[config.mk]
export PLATFORM = sky130hd
export DESIGN_NAME = smb_regfile_slave
export DESIGN_NICKNAME = d
export VERILOG_FILES = /design/src/rtl/smb_regfile_slave.sv
export SDC_FILE = /design/constraint.sdc
export NUM_CORES = 1
export LEC_CHECK = 0
export BUFFER_PORTS_ARGS = -buffer_cell sky130_fd_sc_hd__clkbuf_2
export CAP_MARGIN = 0
export CORE_ASPECT_RATIO = 0.9
export CORE_MARGIN = 2
export CORE_UTILIZATION = 57
export CTS_CLUSTER_DIAMETER = 50
export CTS_CLUSTER_SIZE = 8
export DETAILED_ROUTE_END_ITERATION = 8
export GPL_TIMING_DRIVEN = 1
export PLACE_DENSITY = 0.89
export SETUP_SLACK_MARGIN = 0.3
export SYNTH_ARGS = -nofsm -noshare
export SYNTH_HDL_FRONTEND = slang
export SYNTH_SLANG_ARGS = --single-unit
[constraint.sdc]
create_clock -name clk -period 2.76 [get_ports clk]
set_input_delay 0.276 -clock clk [delete_from_list [all_inputs] [get_ports clk]]
set_output_delay 0.276 -clock clk [all_outputs]
set_load 0.02 [all_outputs]
[src/rtl/smb_regfile_slave.sv]
module smb_regfile_slave #(
  parameter int NREGS = 32,
  parameter logic [7:0] WR_ADDR = 8'hD2,
  parameter logic [7:0] RD_ADDR = 8'hD3,
  parameter int CNT_REG = 8,
  parameter logic [7:0] CNT_DEFAULT = 8'h08,
  parameter logic [7:0] FILL_BASE = 8'h40
) (
  input  logic               clk,
  input  logic               rst_n,
  input  logic               scl_i,
  input  logic               sda_i,
  output logic               sda_oe,
  output logic [NREGS*8-1:0] regs_o
);
  localparam int AW = $clog2(NREGS);
  localparam logic [AW-1:0] CNT_IDX = AW'(CNT_REG);

  typedef enum logic [2:0] {S_IDLE, S_RX, S_ACK, S_TX, S_MACK} st_t;
  typedef enum logic [1:0] {P_ADDR, P_OFS, P_CNT, P_DATA} ph_t;

  logic [2:0] scl_q, sda_q;
  st_t st;
  ph_t ph;
  logic [7:0] shreg, left;
  logic [2:0] bitcnt;
  logic full, ack_pend, rd_mode, mack_ok;
  logic [AW-1:0] ptr;
  logic [7:0] mem [NREGS];

  always_ff @(posedge clk or negedge rst_n)
    if (!rst_n) begin
      scl_q <= '1;
      sda_q <= '1;
    end else begin
      scl_q <= {scl_q[1:0], scl_i};
      sda_q <= {sda_q[1:0], sda_i};
    end

  wire scl_s = scl_q[1];
  wire scl_d = scl_q[2];
  wire sda_s = sda_q[1];
  wire sda_d = sda_q[2];
  wire start_c = scl_s & scl_d & sda_d & ~sda_s;
  wire stop_c = scl_s & scl_d & ~sda_d & sda_s;
  wire scl_rise = scl_s & ~scl_d;
  wire scl_fall = ~scl_s & scl_d;
  wire [7:0] rx_byte = {shreg[6:0], sda_s};
  wire byte_done = (st == S_RX) && scl_rise && (bitcnt == 3'd7);

  always_ff @(posedge clk or negedge rst_n)
    if (!rst_n) begin
      st <= S_IDLE;
      ph <= P_ADDR;
      shreg <= '0;
      left <= '0;
      bitcnt <= '0;
      full <= 1'b0;
      ack_pend <= 1'b0;
      rd_mode <= 1'b0;
      mack_ok <= 1'b0;
      ptr <= '0;
      sda_oe <= 1'b0;
      for (int i = 0; i < NREGS; i++)
        mem[i] <= (i == CNT_REG) ? CNT_DEFAULT : FILL_BASE + 8'(i);
    end else if (start_c) begin
      st <= S_RX;
      ph <= P_ADDR;
      bitcnt <= '0;
      full <= 1'b0;
      ack_pend <= 1'b0;
      sda_oe <= 1'b0;
    end else if (stop_c) begin
      st <= S_IDLE;
      full <= 1'b0;
      sda_oe <= 1'b0;
    end else begin
      case (st)
        S_RX:
          if (scl_rise) begin
            shreg <= rx_byte;
            bitcnt <= bitcnt + 3'd1;
            if (bitcnt == 3'd7) begin
              full <= 1'b1;
              ack_pend <= 1'b0;
              case (ph)
                P_ADDR:
                  if (rx_byte == WR_ADDR) begin
                    ack_pend <= 1'b1;
                    rd_mode <= 1'b0;
                    ph <= P_OFS;
                  end else if (rx_byte == RD_ADDR) begin
                    ack_pend <= 1'b1;
                    rd_mode <= 1'b1;
                  end
                P_OFS: begin
                  ptr <= rx_byte[AW-1:0];
                  ack_pend <= 1'b1;
                  ph <= P_CNT;
                end
                P_CNT:
                  if (rx_byte != 8'd0) begin
                    left <= rx_byte;
                    ack_pend <= 1'b1;
                    ph <= P_DATA;
                  end
                default:
                  if (left != 8'd0) begin
                    mem[ptr] <= rx_byte;
                    ptr <= ptr + AW'(1);
                    left <= left - 8'd1;
                    ack_pend <= 1'b1;
                  end
              endcase
            end
          end else if (scl_fall && full) begin
            full <= 1'b0;
            if (ack_pend) begin
              st <= S_ACK;
              sda_oe <= 1'b1;
            end else begin
              st <= S_IDLE;
            end
          end
        S_ACK:
          if (scl_fall) begin
            bitcnt <= '0;
            if (rd_mode) begin
              st <= S_TX;
              shreg <= mem[CNT_IDX];
              sda_oe <= ~mem[CNT_IDX][7];
            end else begin
              st <= S_RX;
              sda_oe <= 1'b0;
            end
          end
        S_TX:
          if (scl_fall) begin
            if (bitcnt == 3'd7) begin
              sda_oe <= 1'b0;
              st <= S_MACK;
            end else begin
              shreg <= {shreg[6:0], 1'b0};
              sda_oe <= ~shreg[6];
              bitcnt <= bitcnt + 3'd1;
            end
          end
        S_MACK:
          if (scl_rise) begin
            mack_ok <= ~sda_s;
          end else if (scl_fall) begin
            if (mack_ok) begin
              st <= S_TX;
              shreg <= mem[ptr];
              sda_oe <= ~mem[ptr][7];
              ptr <= ptr + AW'(1);
              bitcnt <= '0;
            end else begin
              st <= S_IDLE;
            end
          end
        default: ;
      endcase
    end

  for (genvar g = 0; g < NREGS; g++) begin : g_out
    assign regs_o[g*8 +: 8] = mem[g];
  end
endmodule

==> After elaboration in Yosys (flattened, before gate mapping) <==
Cells that the tools add are included.
{ "classes": {"n_addsub": 3, "magnitude_cmp": 2, "n_eq_ne": 41, "n_mux": 88, "bitwise_logic": 19, "reduce_logical": 32} }
{ "op_table": {"columns": ["cell", "count"], "rows": [
  ["$bwmux 256", 1],
  ["$mux 7", 8],
  ["$mux 3", 18],
  ["$bmux 8 s5", 1],
  ["$demux 8 s5", 1],
  ["$mux 8", 5],
  ["$ne 4x4->1 const B", 8],
  ["$mux 5", 6],
  ["$mux 1", 29],
  ["$pmux 7 s4", 1],
  ["$ne 3x3->1 const B", 9],
  ["$pmux 3 s4", 2],
  ["$ne 2x2->1 const B", 11],
  ["$reduce_and 7->1", 3],
  ["$mux 2", 10],
  ["$pmux 5 s2", 2],
  ["$reduce_and 9->1", 2],
  ["$eq 8x8->1 const B", 2],
  ["$pmux 8 s2", 1],
  ["$reduce_and 8->1", 2],
  ["$reduce_bool 8->1", 2],
  ["$reduce_bool 2->1", 6],
  ["$reduce_bool 4->1", 3],
  ["$not 1->1", 11],
  ["29 further kinds", 41]
]} }
{ "totals": {"regBits": 295, "output_inout_bits": 257, "elab_cells": 230} }

==> Depth between registers and ports, before layout <==
Gate-level depths: netlist (run 1).
{ "depth": {"ltp_word": 11, "depth_mapped": 9} }

==> Worst setup path before layout (run 1) <==
OpenSTA, ideal clock, no wires.
{ "synth_timing": {"path_type": "register to register", "start": "register ptr[0]", "end": "register mem, in the netlist regs_o[128]", "setup_time_ns": 0.128, "arrival_ns": 2.168, "required_ns": 2.632, "path_slack_ns": 0.464, "stages_incl_launch_ff": 10, "synth_period_minus_slack_ns": 2.296, "path_cell_list": "dfrtp_1 -> buf_2 -> buf_2 -> buf_2 -> inv_1 -> ha_1 -> and3_1 -> buf_4 -> nand2_2 -> mux2_1"} }
{ "synth_between": {"elab_chain_cells": 6, "elab_cells_between_ends": 7, "classes_between": "order compare: 2; mux: 3; bitwise: 1; reduce/logical: 1"} }
{ "synth_lines": {"columns": ["element", "line", "text"], "rows": [
  ["start, declared", "28", "logic [AW-1:0] ptr;"],
  ["start signal, assigned", "97", "ptr <= rx_byte[AW-1:0];"],
  ["start signal, assigned", "110", "ptr <= ptr + AW'(1);"],
  ["start signal, assigned", "156", "ptr <= ptr + AW'(1);"],
  ["$not 5->6 (not written as such) (*)", "109", "mem[ptr] <= rx_byte;"],
  ["$ge 6x6->1 (not written as such) / $lt 6x1->1 (equally long branches)", "109", null],
  ["$logic_and 1x1->1 (not written as such)", "109", null],
  ["$mux 8 (not written as such)", "109", null],
  ["$demux 8 s5 (*)", "109", null],
  ["$bwmux 256 (*)", "109", null],
  ["end signal, assigned by index", "65", "mem[i] <= (i == CNT_REG) ? CNT_DEFAULT : FILL_BASE + 8'(i);"],
  ["end signal, assigned by index", "109", null],
  ["end, declared", "29", "logic [7:0] mem [NREGS];"]
]} }
Mark *: on every way between the ends. The rest lies on a longest branch, timed or not.
A chain may end at the register's enable or synchronous reset.

==> Worst setup path in the final report (run 1) <==
{ "layout_timing": {"start": "register left[0]", "end": "register mem, in the netlist regs_o[147]"} }
{ "layout_between": {"elab_chain_cells": 2} }
{ "layout_lines": {"columns": ["element", "line", "text"], "rows": [
  ["start, declared", "25", "logic [7:0] shreg, left;"],
  ["start signal, assigned", "103", "left <= rx_byte;"],
  ["start signal, assigned", "111", "left <= left - 8'd1;"],
  ["$reduce_bool 8->1", "108", "if (left != 8'd0) begin"],
  ["$reduce_and 7->1 (no line)", null, null]
]} }
Every way passes these cells.

==> impl_metrics.prom, run 1 <==
# TYPE chip_impl_metric gauge
chip_impl_metric{name="critPathMaxFanout",unit=""} 10
chip_impl_metric{name="timing_max_transition_violations_final",unit=""} 0
chip_impl_metric{name="route.final.wire_length",unit="um"} 48760
chip_impl_info{name="critPathCapture",value="regs_o[147]"} 1
chip_impl_metric{name="vdd_ir_drop_max",unit="mV"} 0.4975
chip_impl_info{name="crit_path_start_kind",value="flop"} 1
chip_impl_metric{name="route.detailed.wl_per_inst",unit="um"} 26.88
chip_impl_metric{name="power.share.combinational",unit=""} 0.137
chip_impl_metric{name="power_frac_clock",unit=""} 0.449
chip_impl_metric{name="sequentialPowerShare",unit=""} 0.414
chip_impl_info{name="critical_path.reg2reg.endpoint",value="regs_o[147]"} 1
chip_impl_info{name="layout_commonest_cell",value="sky130_fd_sc_hd__clkbuf_2"} 1
chip_impl_metric{name="max_slew.worst_pin.slew",unit="ns"} 0.7937
chip_impl_metric{name="syn_area_per_cell",unit="sq um"} 12.75
chip_impl_metric{name="timing.final.crit_period",unit="ns"} 2.431
chip_impl_metric{name="clock_skew",unit="ns"} 0.01821
chip_impl_info{name="ys.flop_type",value="sky130_fd_sc_hd__dfrtp_1"} 1
chip_impl_info{name="worst_hold_path_type",value="in2async"} 1
chip_impl_metric{name="height_of_the_die",unit="um"} 157.1
chip_impl_metric{name="final-setup-viol-count",unit=""} 0
chip_impl_metric{name="postRouteAntennaNets",unit=""} 0
chip_impl_metric{name="insertion_delay",unit="ns"} 0.53
chip_impl_metric{name="max_slew_margin",unit=""} 0.4668
chip_impl_metric{name="drive_gt1_frac",unit=""} 0.4141
chip_impl_metric{name="wire_length_of_the_first_global_routing_pass",unit="um"} 74190
chip_impl_metric{name="starting_density",unit=""} 0.5739
chip_impl_info{name="rr_startpoint",value="left[0]"} 1
chip_impl_info{name="timing_worst_setup_path_type",value="reg2reg"} 1
chip_impl_metric{name="clkTransAtPathRegs",unit="ns"} 0.05
chip_impl_info{name="cts_tree",value="yes"} 1
chip_impl_metric{name="detail_route.vias_per_cell",unit=""} 6.539
chip_impl_metric{name="num_antenna_cells",unit=""} 0
chip_impl_metric{name="detailedPlacementHpwl",unit="um"} 32970
chip_impl_metric{name="rows",unit=""} 56
chip_impl_metric{name="drv_cap",unit=""} 0
chip_impl_metric{name="clock.fmax",unit="MHz"} 411.3
chip_impl_metric{name="num_vias",unit=""} 11860
chip_impl_metric{name="register_bit_total_from_synthesis",unit=""} 295
chip_impl_info{name="top_cells_by_area_in_the_synthesized_netlist",value="sky130_fd_sc_hd__dfrtp_1 30%, sky130_fd_sc_hd__dfstp_2 21%, sky130_fd_sc_hd__mux2_1 14%, sky130_fd_sc_hd__mux2i_1 9.1%, sky130_fd_sc_hd__mux2_2 5.2%"} 1
chip_impl_info{name="commonest_cells_after_routing_fill_and_taps_aside",value="259 x sky130_fd_sc_hd__clkbuf_2, 189 x sky130_fd_sc_hd__mux2_1, 175 x sky130_fd_sc_hd__dfrtp_1"} 1
chip_impl_metric{name="worstPathRequired",unit="ns"} 3.16
chip_impl_metric{name="switching_share",unit=""} 0.2901
chip_impl_metric{name="first_global_vias",unit=""} 11780
chip_impl_metric{name="tritoncts.num_buffers",unit=""} 43
chip_impl_metric{name="floorplan.io_pins",unit=""} 261
chip_impl_metric{name="worst-endpoint-arrival",unit="ns"} 2.83
chip_impl_metric{name="core_area",unit="sq mm"} 0.02585
chip_impl_metric{name="finish.net_count",unit=""} 1452
chip_impl_metric{name="grt-ovfl-total",unit=""} 0
chip_impl_metric{name="fillers",unit=""} 1660
chip_impl_metric{name="synth_cell_type_count",unit=""} 69
chip_impl_metric{name="place.port_buffers",unit=""} 260
chip_impl_metric{name="initialDrtViolationCount",unit=""} 1427
chip_impl_metric{name="synth-seq-area-share",unit=""} 0.5073
chip_impl_metric{name="grt_antenna_before_repair",unit=""} 0
chip_impl_metric{name="power.leakage",unit="nW"} 8.413
chip_impl_metric{name="regArea",unit="sq mm"} 0.007535
chip_impl_metric{name="net-switching-power",unit="mW"} 3.202
chip_impl_metric{name="synth_edf_count",unit=""} 0
chip_impl_metric{name="power_density_of_the_placed_cells",unit="mW/mm^2"} 608.3
chip_impl_info{name="run_status",value="finished clean"} 1
chip_impl_metric{name="async_flop_share",unit=""} 1.000
chip_impl_metric{name="area.growth.synth_to_final",unit="%"} 22.31
chip_impl_info{name="netlist.top_cell.by_area",value="sky130_fd_sc_hd__dfrtp_1"} 1
chip_impl_info{name="setup.worst_path.end_class",value="flop"} 1
chip_impl_metric{name="worst-r2r-setup-slack",unit="ns"} 0.33
chip_impl_metric{name="die-area",unit="sq mm"} 0.02734
chip_impl_metric{name="mappedNetlistArea",unit="sq mm"} 0.01484
chip_impl_metric{name="grt_util_all_layers",unit=""} 0.3540
chip_impl_metric{name="cts.sinks",unit=""} 295
chip_impl_metric{name="clk_path_buf_depth",unit=""} 3
chip_impl_metric{name="timing_hold_violations_final",unit=""} 0
chip_impl_metric{name="tns",unit="ns"} 0
chip_impl_metric{name="multi_input_area",unit="sq mm"} 0.006955
chip_impl_metric{name="die-width",unit="um"} 174.1
chip_impl_metric{name="globalplace.congestion",unit=""} 0.9156
chip_impl_metric{name="final_min_period_over_clock_period",unit=""} 0.8808
chip_impl_metric{name="drc",unit=""} 0
chip_impl_metric{name="dr.pass1.iters",unit=""} 7
chip_impl_metric{name="syn-num-nets",unit=""} 1179
chip_impl_metric{name="final_core_utilization",unit=""} 0.7020
chip_impl_info{name="rsz0062_at_grt",value="false"} 1
chip_impl_metric{name="synth_top_cell_area_share",unit=""} 0.3002
chip_impl_metric{name="worst_reg_to_reg_path_cell_count",unit=""} 8
chip_impl_metric{name="syn_inst",unit=""} 1164
chip_impl_info{name="clk_root_buffer_cell",value="sky130_fd_sc_hd__clkbuf_16"} 1
chip_impl_metric{name="clock_tree.htree_level_count",unit=""} 2
chip_impl_info{name="worst_setup_path_startpoint",value="left[0]"} 1
chip_impl_metric{name="pin_count_of_the_biggest_net_entering_global_routing",unit=""} 87
chip_impl_metric{name="cell_internal_pwr",unit="mW"} 7.838
chip_impl_metric{name="synth-warning-count",unit=""} 0
## kinds of logic (layout without fill, tap and decap cells)
| logic type | count (synthesis) | count (layout) | synth area share |
|---|---|---|---|
| muxes | 395 | 395 | 0.2906 |
| DFF | 295 | 295 | 0.5073 |
| and+or+nand+nor | 197 | 197 | 0.09064 |
| AOI/OAI and AO/OA | 159 | 159 | 0.07226 |
| buffers and inverters | 106 | 408 | 0.02926 |
| adders and majority gates | 11 | 11 | 0.009275 |
| xor gates and xnor gates | 1 | 1 | 0.0005903 |
## routing by layer
layer  wire [um]  up-vias  track usage
met5           0        -            0
met4        1933        0       0.1261
met3        6188      175       0.1080
met2       21650      848       0.5388
met1       18990     5945       0.4832
li1            -     4893            -
## Yosys cell counts (all sizes together), types with 3 or more instances
cell / count
a22o: 12
and3: 6
nor3: 7
nor3b: 5
nor2: 47
buf: 31
dfrtp: 178
nand4bb: 5
nand4: 4
or4: 16
mux2i: 135
nand4b: 5
nor4: 6
nand3: 17
o2111ai: 3
or4b: 5
o21ai: 27
or3: 5
ha: 11
a211oi: 5
nand2: 36
mux4: 3
nor2b: 9
a211o: 6
o211ai: 3
nand3b: 7
nand2b: 7
mux2: 257
a21oi: 13
o31ai: 6
dfstp: 117
clkbuf: 59
inv: 16
o22ai: 63
## power groups by stage
stage / clock (mW) / combinational (mW) / sequential (mW)
after global routing: 5.16 / 1.56 / 4.58
after detailed placement: 0 / 1.41 / 4.62
after CTS: 4.95 / 1.43 / 4.56
final: 4.96 / 1.51 / 4.57
after global placement: 0 / 1.39 / 4.62
after floorplan: 0 / 0.801 / 4.56
## worst min-delay path by stage
stage               start     endpoint  slack (ns)  cells after the start
finish              rst_n  regs_o[181]        0.26                      2
global route        rst_n  regs_o[181]        0.28                      2
CTS                 rst_n  regs_o[201]        0.26                      2
detailed placement  rst_n  regs_o[179]        0.21                      1
global placement    rst_n  regs_o[181]        0.21                      1
floorplan           rst_n     ack_pend       -0.02                      0
## sequential cells by signal (all words and copies together), names as in the netlist, 2 cells and up
signal / count
bitcnt: 3
left: 8
ph: 2
ptr: 5
regs_o: 256
scl_q: 3
sda_q: 3
shreg: 7
st: 3
## layout make-up
| type | instances | area share |
|---|---|---|
| Tap cell | 348 | 0.02399 |
| Clock inverter | 2 | 0.002137 |
| Inverter | 16 | 0.003309 |
| Multi-Input combinational cell | 763 | 0.3832 |
| Sequential cell | 295 | 0.4151 |
| Timing Repair Buffer | 318 | 0.1058 |
| Clock buffer | 72 | 0.06639 |
## worst max-delay path, stage by stage, from the launching register on
cell and delay [ns]:
sky130_fd_sc_hd__dfrtp_1 0.39, sky130_fd_sc_hd__inv_1 0.08, sky130_fd_sc_hd__ha_1 0.20, sky130_fd_sc_hd__nor3b_4 0.33, sky130_fd_sc_hd__nand3_4 0.26, sky130_fd_sc_hd__and3_1 0.30
sky130_fd_sc_hd__buf_4 0.16, sky130_fd_sc_hd__nand2_2 0.21, sky130_fd_sc_hd__mux2_1 0.37
## timing repair
| action | in CTS | in global routing |
|---|---|---|
| setup endpoints to repair | 103 | 241 |
| cloned | 0 | 0 |
| hold endpoints to repair | 49 | 0 |
| buffers inserted | 8 | 4 |
| hold buffers | 3 | 0 |
| pin swaps | 16 | 4 |
| gates resized for setup | 1 | 18 |
## per-stage QoR
step           std cells  worst slack [ns]  total power, mW  hold WS (ns)  cell area (sq um)
2_1_floorplan       1164            0.4640            5.357      -0.01959              14840
3_3_place_gp        1725            0.3642            6.006        0.2112              16630
3_5_place_dp        1725            0.2539            6.029        0.2144              16630
4_1_cts             1810            0.2634            10.94        0.2617              18040
5_1_grt             1814            0.2573            11.30        0.2828              18150
6_report            1814            0.3289            11.04        0.2602              18150
Power figures use the tool's default switching activity.
==> run 2, diff against run 1 <==
--- a/config.mk
+++ b/config.mk
@@ -15,6 +15,7 @@
 export DETAILED_ROUTE_END_ITERATION = 8
 export GPL_TIMING_DRIVEN = 1
 export PLACE_DENSITY = 0.89
+export RECOVER_POWER = 25
 export SETUP_SLACK_MARGIN = 0.3
 export SYNTH_ARGS = -nofsm -noshare
 export SYNTH_HDL_FRONTEND = slang
==> impl_metrics.prom, run 2 (synthesis gave the netlist of run 1 again) <==
# TYPE chip_impl_metric gauge
chip_impl_info{name="run_status",value="finished clean"} 1
chip_impl_metric{name="design_power_total",unit="mW"} 11.03
chip_impl_metric{name="first_global_vias",unit=""} 11780
chip_impl_metric{name="grt_antenna_before_repair",unit=""} 0
chip_impl_metric{name="max_slew.worst_pin.slew",unit="ns"} 1.355
chip_impl_metric{name="die-width",unit="um"} 174.1
chip_impl_metric{name="vdd_ir_drop_max",unit="mV"} 0.4979
chip_impl_metric{name="placed_area",unit="sq mm"} 0.01663
chip_impl_metric{name="tns",unit="ns"} 0
chip_impl_metric{name="area.growth.synth_to_final",unit="%"} 22.24
chip_impl_metric{name="starting_density",unit=""} 0.5739
chip_impl_metric{name="rows",unit=""} 56
chip_impl_metric{name="final-setup-viol-count",unit=""} 0
chip_impl_metric{name="postRouteAntennaNets",unit=""} 0
chip_impl_info{name="worst_hold_path_type",value="reg2reg"} 1
chip_impl_metric{name="finish.net_count",unit=""} 1452
chip_impl_metric{name="power.leakage",unit="nW"} 8.410
chip_impl_info{name="crit_path_start_kind",value="flop"} 1
chip_impl_metric{name="initialDrtViolationCount",unit=""} 1391
chip_impl_info{name="timing.critical_path.slowest_stage_cell",value="sky130_fd_sc_hd__dfrtp_1"} 1
chip_impl_metric{name="num_antenna_cells",unit=""} 0
chip_impl_info{name="setup.worst_path.end_class",value="flop"} 1
chip_impl_metric{name="critPathMaxFanout",unit=""} 10
chip_impl_metric{name="drive_gt1_frac",unit=""} 0.4134
chip_impl_metric{name="height_of_the_die",unit="um"} 157.1
chip_impl_metric{name="maximum_cell_stage_delay_along_the_critical_path",unit="ns"} 0.39
chip_impl_metric{name="max_slew_margin",unit=""} 0.09677
chip_impl_metric{name="place.port_buffers",unit=""} 260
chip_impl_info{name="commonest_cells_after_routing_fill_and_taps_aside",value="260 x sky130_fd_sc_hd__clkbuf_2, 189 x sky130_fd_sc_hd__mux2_1, 175 x sky130_fd_sc_hd__dfrtp_1"} 1
chip_impl_metric{name="timing_hold_violations_final",unit=""} 0
chip_impl_metric{name="clock.fmax",unit="MHz"} 409.2
chip_impl_metric{name="grt-ovfl-total",unit=""} 0
chip_impl_metric{name="wire_length_of_the_first_global_routing_pass",unit="um"} 74190
chip_impl_metric{name="route.final.wire_length",unit="um"} 48790
chip_impl_metric{name="detailedPlacementHpwl",unit="um"} 32970
chip_impl_metric{name="largest_register_ffs",unit=""} 256
chip_impl_metric{name="drv_cap",unit=""} 0
chip_impl_info{name="timing_worst_setup_path_type",value="reg2reg"} 1
chip_impl_metric{name="dp_slack",unit="ns"} 0.2539
chip_impl_metric{name="worst_hold_path.num_cells",unit=""} 0
chip_impl_metric{name="core_area",unit="sq mm"} 0.02585
chip_impl_metric{name="clkTransAtPathRegs",unit="ns"} 0.05
chip_impl_metric{name="timing.final.crit_period",unit="ns"} 2.444
chip_impl_metric{name="placedCellCount",unit=""} 1725
chip_impl_metric{name="globalplace.congestion",unit=""} 0.9156
chip_impl_metric{name="final_standard_cell_area_without_fillers",unit="sq mm"} 0.01814
chip_impl_metric{name="pin_count_of_the_biggest_net_entering_global_routing",unit=""} 87
chip_impl_metric{name="tritoncts.num_buffers",unit=""} 43
chip_impl_metric{name="route.detailed.wl_per_inst",unit="um"} 26.90
chip_impl_metric{name="num_vias",unit=""} 11870
chip_impl_metric{name="power_density_of_the_placed_cells",unit="mW/mm^2"} 607.9
chip_impl_metric{name="worstPathRequired",unit="ns"} 3.16
chip_impl_info{name="critical_path.cell_chain",value="inv_1 > ha_1 > nor3b_4 > nand3_4 > and3_1 > buf_4 > nand2_2 > mux2_1"} 1
chip_impl_metric{name="final.setup.worst_slack",unit="ns"} 0.3163
chip_impl_metric{name="grt_util_all_layers",unit=""} 0.3540
chip_impl_metric{name="fin_cells",unit=""} 1814
chip_impl_metric{name="clk_path_buf_depth",unit=""} 3
chip_impl_info{name="rsz0062_at_grt",value="false"} 1
chip_impl_info{name="cts_tree",value="yes"} 1
chip_impl_metric{name="timing_max_transition_violations_final",unit=""} 0
chip_impl_info{name="clk_root_buffer_cell",value="sky130_fd_sc_hd__clkbuf_16"} 1
chip_impl_metric{name="final_min_period_over_clock_period",unit=""} 0.8854
chip_impl_metric{name="drc",unit=""} 0
chip_impl_metric{name="worst_reg_to_reg_path_cell_count",unit=""} 8
chip_impl_metric{name="detail_route.vias_per_cell",unit=""} 6.542
chip_impl_metric{name="worst-endpoint-arrival",unit="ns"} 2.84
chip_impl_metric{name="clock_tree.htree_level_count",unit=""} 2
chip_impl_metric{name="clock_skew",unit="ns"} 0.01841
chip_impl_metric{name="cts.sinks",unit=""} 295
chip_impl_metric{name="dr.pass1.iters",unit=""} 7
chip_impl_metric{name="floorplan.io_pins",unit=""} 261
chip_impl_metric{name="insertion_delay",unit="ns"} 0.53
chip_impl_info{name="layout_commonest_cell",value="sky130_fd_sc_hd__clkbuf_2"} 1
chip_impl_metric{name="die-area",unit="sq mm"} 0.02734
[run 2: cell count changes in the layout (fill, tap and decap cells not counted)]
cell	before	now
sky130_fd_sc_hd__buf_8	1	0
sky130_fd_sc_hd__dfstp_1	0	1
sky130_fd_sc_hd__clkbuf_2	259	260
sky130_fd_sc_hd__dfstp_2	117	116
[run 2: layout make-up]
class                           instances  area (sq um)
Clock buffer                           72          1205
Clock inverter                          2         38.79
Fill cell                            1661          7715
Inverter                               16         60.06
Multi-Input combinational cell        763          6955
Sequential cell                       295          7535
Tap cell                              348         435.4
Timing Repair Buffer                  318          1911
[run 2: through the flow]
stage | hold slack [ns] | util
after floorplan | -0.01959 | -
after global placement | 0.2112 | 0.6431
after detailed placement | 0.2144 | 0.6431
after CTS | 0.2617 | 0.6977
after global routing | 0.3594 | 0.7016
final | 0.3527 | 0.7016
[run 2: worst max-delay path, delay by kind of cell (launching register included)]
kind | cells | cell delay (ns)
adders and majority gates | 1 | 0.20
buffers and inverters | 2 | 0.24
DFF | 1 | 0.39
muxes | 1 | 0.37
and+or+nand+nor | 4 | 1.10
[run 2: final timing paths]
kind / start / endpoint / slack (ns)
worst max-delay path: left[0] / regs_o[147] / 0.32
worst min-delay path: scl_q[0] / scl_q[1] / 0.35
worst max register to register: left[0] / regs_o[147] / 0.32
worst min register to register: scl_q[0] / scl_q[1] / 0.35
max in group asynchronous: rst_n / regs_o[25] / 0.99
min in group asynchronous: rst_n / regs_o[163] / 0.60
[run 2: power by group]
| group | internal [mW] | switching (mW) |
|---|---|---|
| registers | 4.44 | 0.129 |
| clock network | 3.03 | 1.93 |
| logic | 0.364 | 1.14 |
| total | 7.84 | 3.19 |
[run 2: per-layer routing]
layer | global-route usage | up-vias | part of all wire
met4 | 0.1261 | 0 | 0.040
met5 | 0 | - | 0
met2 | 0.5388 | 849 | 0.45
li1 | - | 4909 | -
met3 | 0.1080 | 169 | 0.12
met1 | 0.4832 | 5940 | 0.39
[run 2: what timing repair did]
item,4_1_cts,5_1_grt
pin swaps,16,4
hold endpoints to repair,49,0
setup endpoints to repair,103,241
resized for setup,1,18
hold buffers,3,0
setup buffers,8,4
gates cloned,0,0
==> run 3, diff against run 2 <==
==> constraint.sdc (replaced) <==
create_clock -name clk -period 2.76 [get_ports clk]
set_input_delay 0.552 -clock clk [delete_from_list [all_inputs] [get_ports clk]]
set_output_delay 0.552 -clock clk [all_outputs]
set_load 0.02 [all_outputs]
==> impl_metrics.prom, run 3 (synthesis gave the netlist of run 1 again) <==
# TYPE chip_impl_metric gauge
chip_impl_metric{name="drc",unit=""} 0
chip_impl_metric{name="max_slew.worst_pin.slew",unit="ns"} 1.931
chip_impl_metric{name="num_vias",unit=""} 11950
chip_impl_metric{name="area.growth.synth_to_final",unit="%"} 22.86
chip_impl_metric{name="vdd_ir_drop_max",unit="mV"} 0.4099
chip_impl_info{name="rsz0062_at_grt",value="true"} 1
chip_impl_metric{name="timing_max_transition_violations_final",unit=""} 76
chip_impl_metric{name="power_density_of_the_placed_cells",unit="mW/mm^2"} 617.6
chip_impl_metric{name="route.detailed.wl_per_inst",unit="um"} 26.66
chip_impl_metric{name="grt-ovfl-total",unit=""} 0
chip_impl_metric{name="timing.final.crit_period",unit="ns"} 2.423
chip_impl_metric{name="worstPathRequired",unit="ns"} 3.17
chip_impl_metric{name="insertion_delay",unit="ns"} 0.55
chip_impl_metric{name="clock_tree.htree_level_count",unit=""} 2
chip_impl_metric{name="timing_hold_violations_final",unit=""} 0
chip_impl_metric{name="rows",unit=""} 56
chip_impl_metric{name="final_core_utilization",unit=""} 0.7051
chip_impl_metric{name="grt_util_all_layers",unit=""} 0.3542
chip_impl_metric{name="critPathMaxFanout",unit=""} 35
chip_impl_metric{name="floorplan.io_pins",unit=""} 261
chip_impl_metric{name="detailedPlacementHpwl",unit="um"} 33110
chip_impl_metric{name="tns",unit="ns"} 0
chip_impl_metric{name="tritoncts.num_buffers",unit=""} 45
chip_impl_metric{name="pin_count_of_the_biggest_net_entering_global_routing",unit=""} 80
chip_impl_metric{name="finish.net_count",unit=""} 1456
chip_impl_metric{name="post_cts_hold_buffer_count",unit=""} 0
chip_impl_info{name="rr_startpoint",value="sda_q[1]"} 1
chip_impl_metric{name="max_slew_margin",unit=""} -0.2872
chip_impl_metric{name="die-area",unit="sq mm"} 0.02734
chip_impl_metric{name="power.leakage",unit="nW"} 8.453
chip_impl_info{name="setup.worst_path.end_class",value="flop"} 1
chip_impl_metric{name="core_area",unit="sq mm"} 0.02585
chip_impl_info{name="crit_path_start_kind",value="flop"} 1
chip_impl_info{name="worst_hold_path_type",value="in2reg"} 1
chip_impl_metric{name="dp_slack",unit="ns"} 0.1702
chip_impl_metric{name="place.port_buffers",unit=""} 260
chip_impl_metric{name="height_of_the_die",unit="um"} 157.1
chip_impl_metric{name="final_standard_cell_area_without_fillers",unit="sq mm"} 0.01823
chip_impl_metric{name="dr.pass1.iters",unit=""} 5
chip_impl_metric{name="final.setup.worst_slack",unit="ns"} 0.3368
chip_impl_info{name="layout_commonest_cell",value="sky130_fd_sc_hd__clkbuf_2"} 1
chip_impl_metric{name="clock.fmax",unit="MHz"} 412.7
chip_impl_info{name="failing_checks",value="max-capacitance violations, max-slew violations"} 1
chip_impl_metric{name="clock_skew",unit="ns"} 0.01715
chip_impl_info{name="clk_root_buffer_cell",value="sky130_fd_sc_hd__clkbuf_16"} 1
chip_impl_metric{name="initialDrtViolationCount",unit=""} 1542
chip_impl_metric{name="wire_length_of_the_first_global_routing_pass",unit="um"} 73820
chip_impl_metric{name="largest_register_ffs",unit=""} 256
chip_impl_metric{name="detail_route.vias_per_cell",unit=""} 6.541
chip_impl_info{name="run_status",value="finished with violations"} 1
chip_impl_metric{name="worst-endpoint-arrival",unit="ns"} 2.83
chip_impl_metric{name="clkTransAtPathRegs",unit="ns"} 0.05
chip_impl_metric{name="final_min_period_over_clock_period",unit=""} 0.8780
chip_impl_metric{name="clk_path_buf_depth",unit=""} 3
chip_impl_metric{name="drv_cap",unit=""} 1
chip_impl_metric{name="starting_density",unit=""} 0.5739
chip_impl_info{name="timing_worst_setup_path_type",value="reg2reg"} 1
chip_impl_info{name="cts_tree",value="yes"} 1
chip_impl_metric{name="globalplace.congestion",unit=""} 0.9080
chip_impl_metric{name="route.final.wire_length",unit="um"} 48710
chip_impl_metric{name="grt_antenna_before_repair",unit=""} 3
chip_impl_info{name="commonest_cells_after_routing_fill_and_taps_aside",value="260 x sky130_fd_sc_hd__clkbuf_2, 189 x sky130_fd_sc_hd__mux2_1, 174 x sky130_fd_sc_hd__dfrtp_1"} 1
chip_impl_metric{name="drive_gt1_frac",unit=""} 0.4191
chip_impl_metric{name="first_global_vias",unit=""} 11790
chip_impl_metric{name="die-width",unit="um"} 174.1
chip_impl_metric{name="postRouteAntennaNets",unit=""} 0
chip_impl_info{name="worst_setup_path_startpoint",value="sda_q[1]"} 1
chip_impl_metric{name="cts.sinks",unit=""} 295
chip_impl_metric{name="final-setup-viol-count",unit=""} 0
chip_impl_info{name="min-delay-start",value="sda_i"} 1
chip_impl_metric{name="placed_area",unit="sq mm"} 0.01662
==> run 3: cell count changes in the layout (fill, tap and decap cells not counted), moves of 2 or more <==
cell / before / now
sky130_fd_sc_hd__dlygate4sd3_1: 3 / 0
sky130_fd_sc_hd__clkbuf_16: 43 / 45
sky130_fd_sc_hd__clkbuf_1: 27 / 30
sky130_fd_sc_hd__diode_2: 0 / 2
sky130_fd_sc_hd__clkinv_2: 0 / 4
sky130_fd_sc_hd__buf_4: 41 / 43
==> run 3: worst max-delay path: stages, from the launching register on <==
cell,delay (ns)
sky130_fd_sc_hd__dfstp_2,0.53
sky130_fd_sc_hd__clkbuf_1,0.50
sky130_fd_sc_hd__buf_4,0.54
sky130_fd_sc_hd__a22oi_1,0.17
sky130_fd_sc_hd__o22ai_1,0.24
sky130_fd_sc_hd__a221oi_2,0.16
sky130_fd_sc_hd__mux2i_1,0.15
==> run 3: area by class of cell <==
type,instances,area [sq um]
Multi-Input combinational cell,763,6940
Clock buffer,74,1245
Antenna cell,2,5.005
Fill cell,1646,7624
Clock inverter,9,95.09
Inverter,16,60.06
Timing Repair Buffer,320,1914
Sequential cell,295,7536
Tap cell,348,435.4
==> run 3: worst paths after layout <==
check                              end  slack (ns)  depth (start not counted)
min                           sda_q[0]        0.09                          1
min reg2reg                   scl_q[1]        0.35                          0
max                          bitcnt[2]        0.34                          6
max reg2reg                  bitcnt[2]        0.34                          6
max in group asynchronous       ptr[0]        0.62                          2
min in group asynchronous  regs_o[205]        0.56                          1
==> run 3: per-stage QoR <==
| stage | hold WS [ns] | instances | power, mW |
|---|---|---|---|
| 2_1_floorplan | 0.2564 | 1164 | 5.357 |
| 3_3_place_gp | 0.3483 | 1728 | 5.994 |
| 3_5_place_dp | 0.3493 | 1728 | 6.030 |
| 4_1_cts | 0.003441 | 1824 | 11.17 |
| 5_1_grt | 0.08922 | 1825 | 11.54 |
| 6_report | 0.09343 | 1827 | 11.26 |
==> run 3: timing repair <==
item                                    4_1_cts  5_1_grt
cloned                                        0        0
pin swaps                                    14        2
setup buffers                                13        1
endpoints found under the setup margin      239      238
endpoints found under the hold margin         0        0
gates resized for setup                      12        7
==> run 3: routing by layer <==
layer	vias up	track usage	routed length (um)
li1	4905	-	-
met1	6036	0.4912	19590
met2	845	0.5375	21470
met3	162	0.1007	5886
met4	2	0.1236	1745
met5	-	0	12
==> run 3: power breakdown <==
part / total (mW) / internal (mW) / switching (mW)
clock network: 5.18 / 3.17 / 2.01
logic: 1.48 / 0.371 / 1.11
registers: 4.60 / 4.44 / 0.156
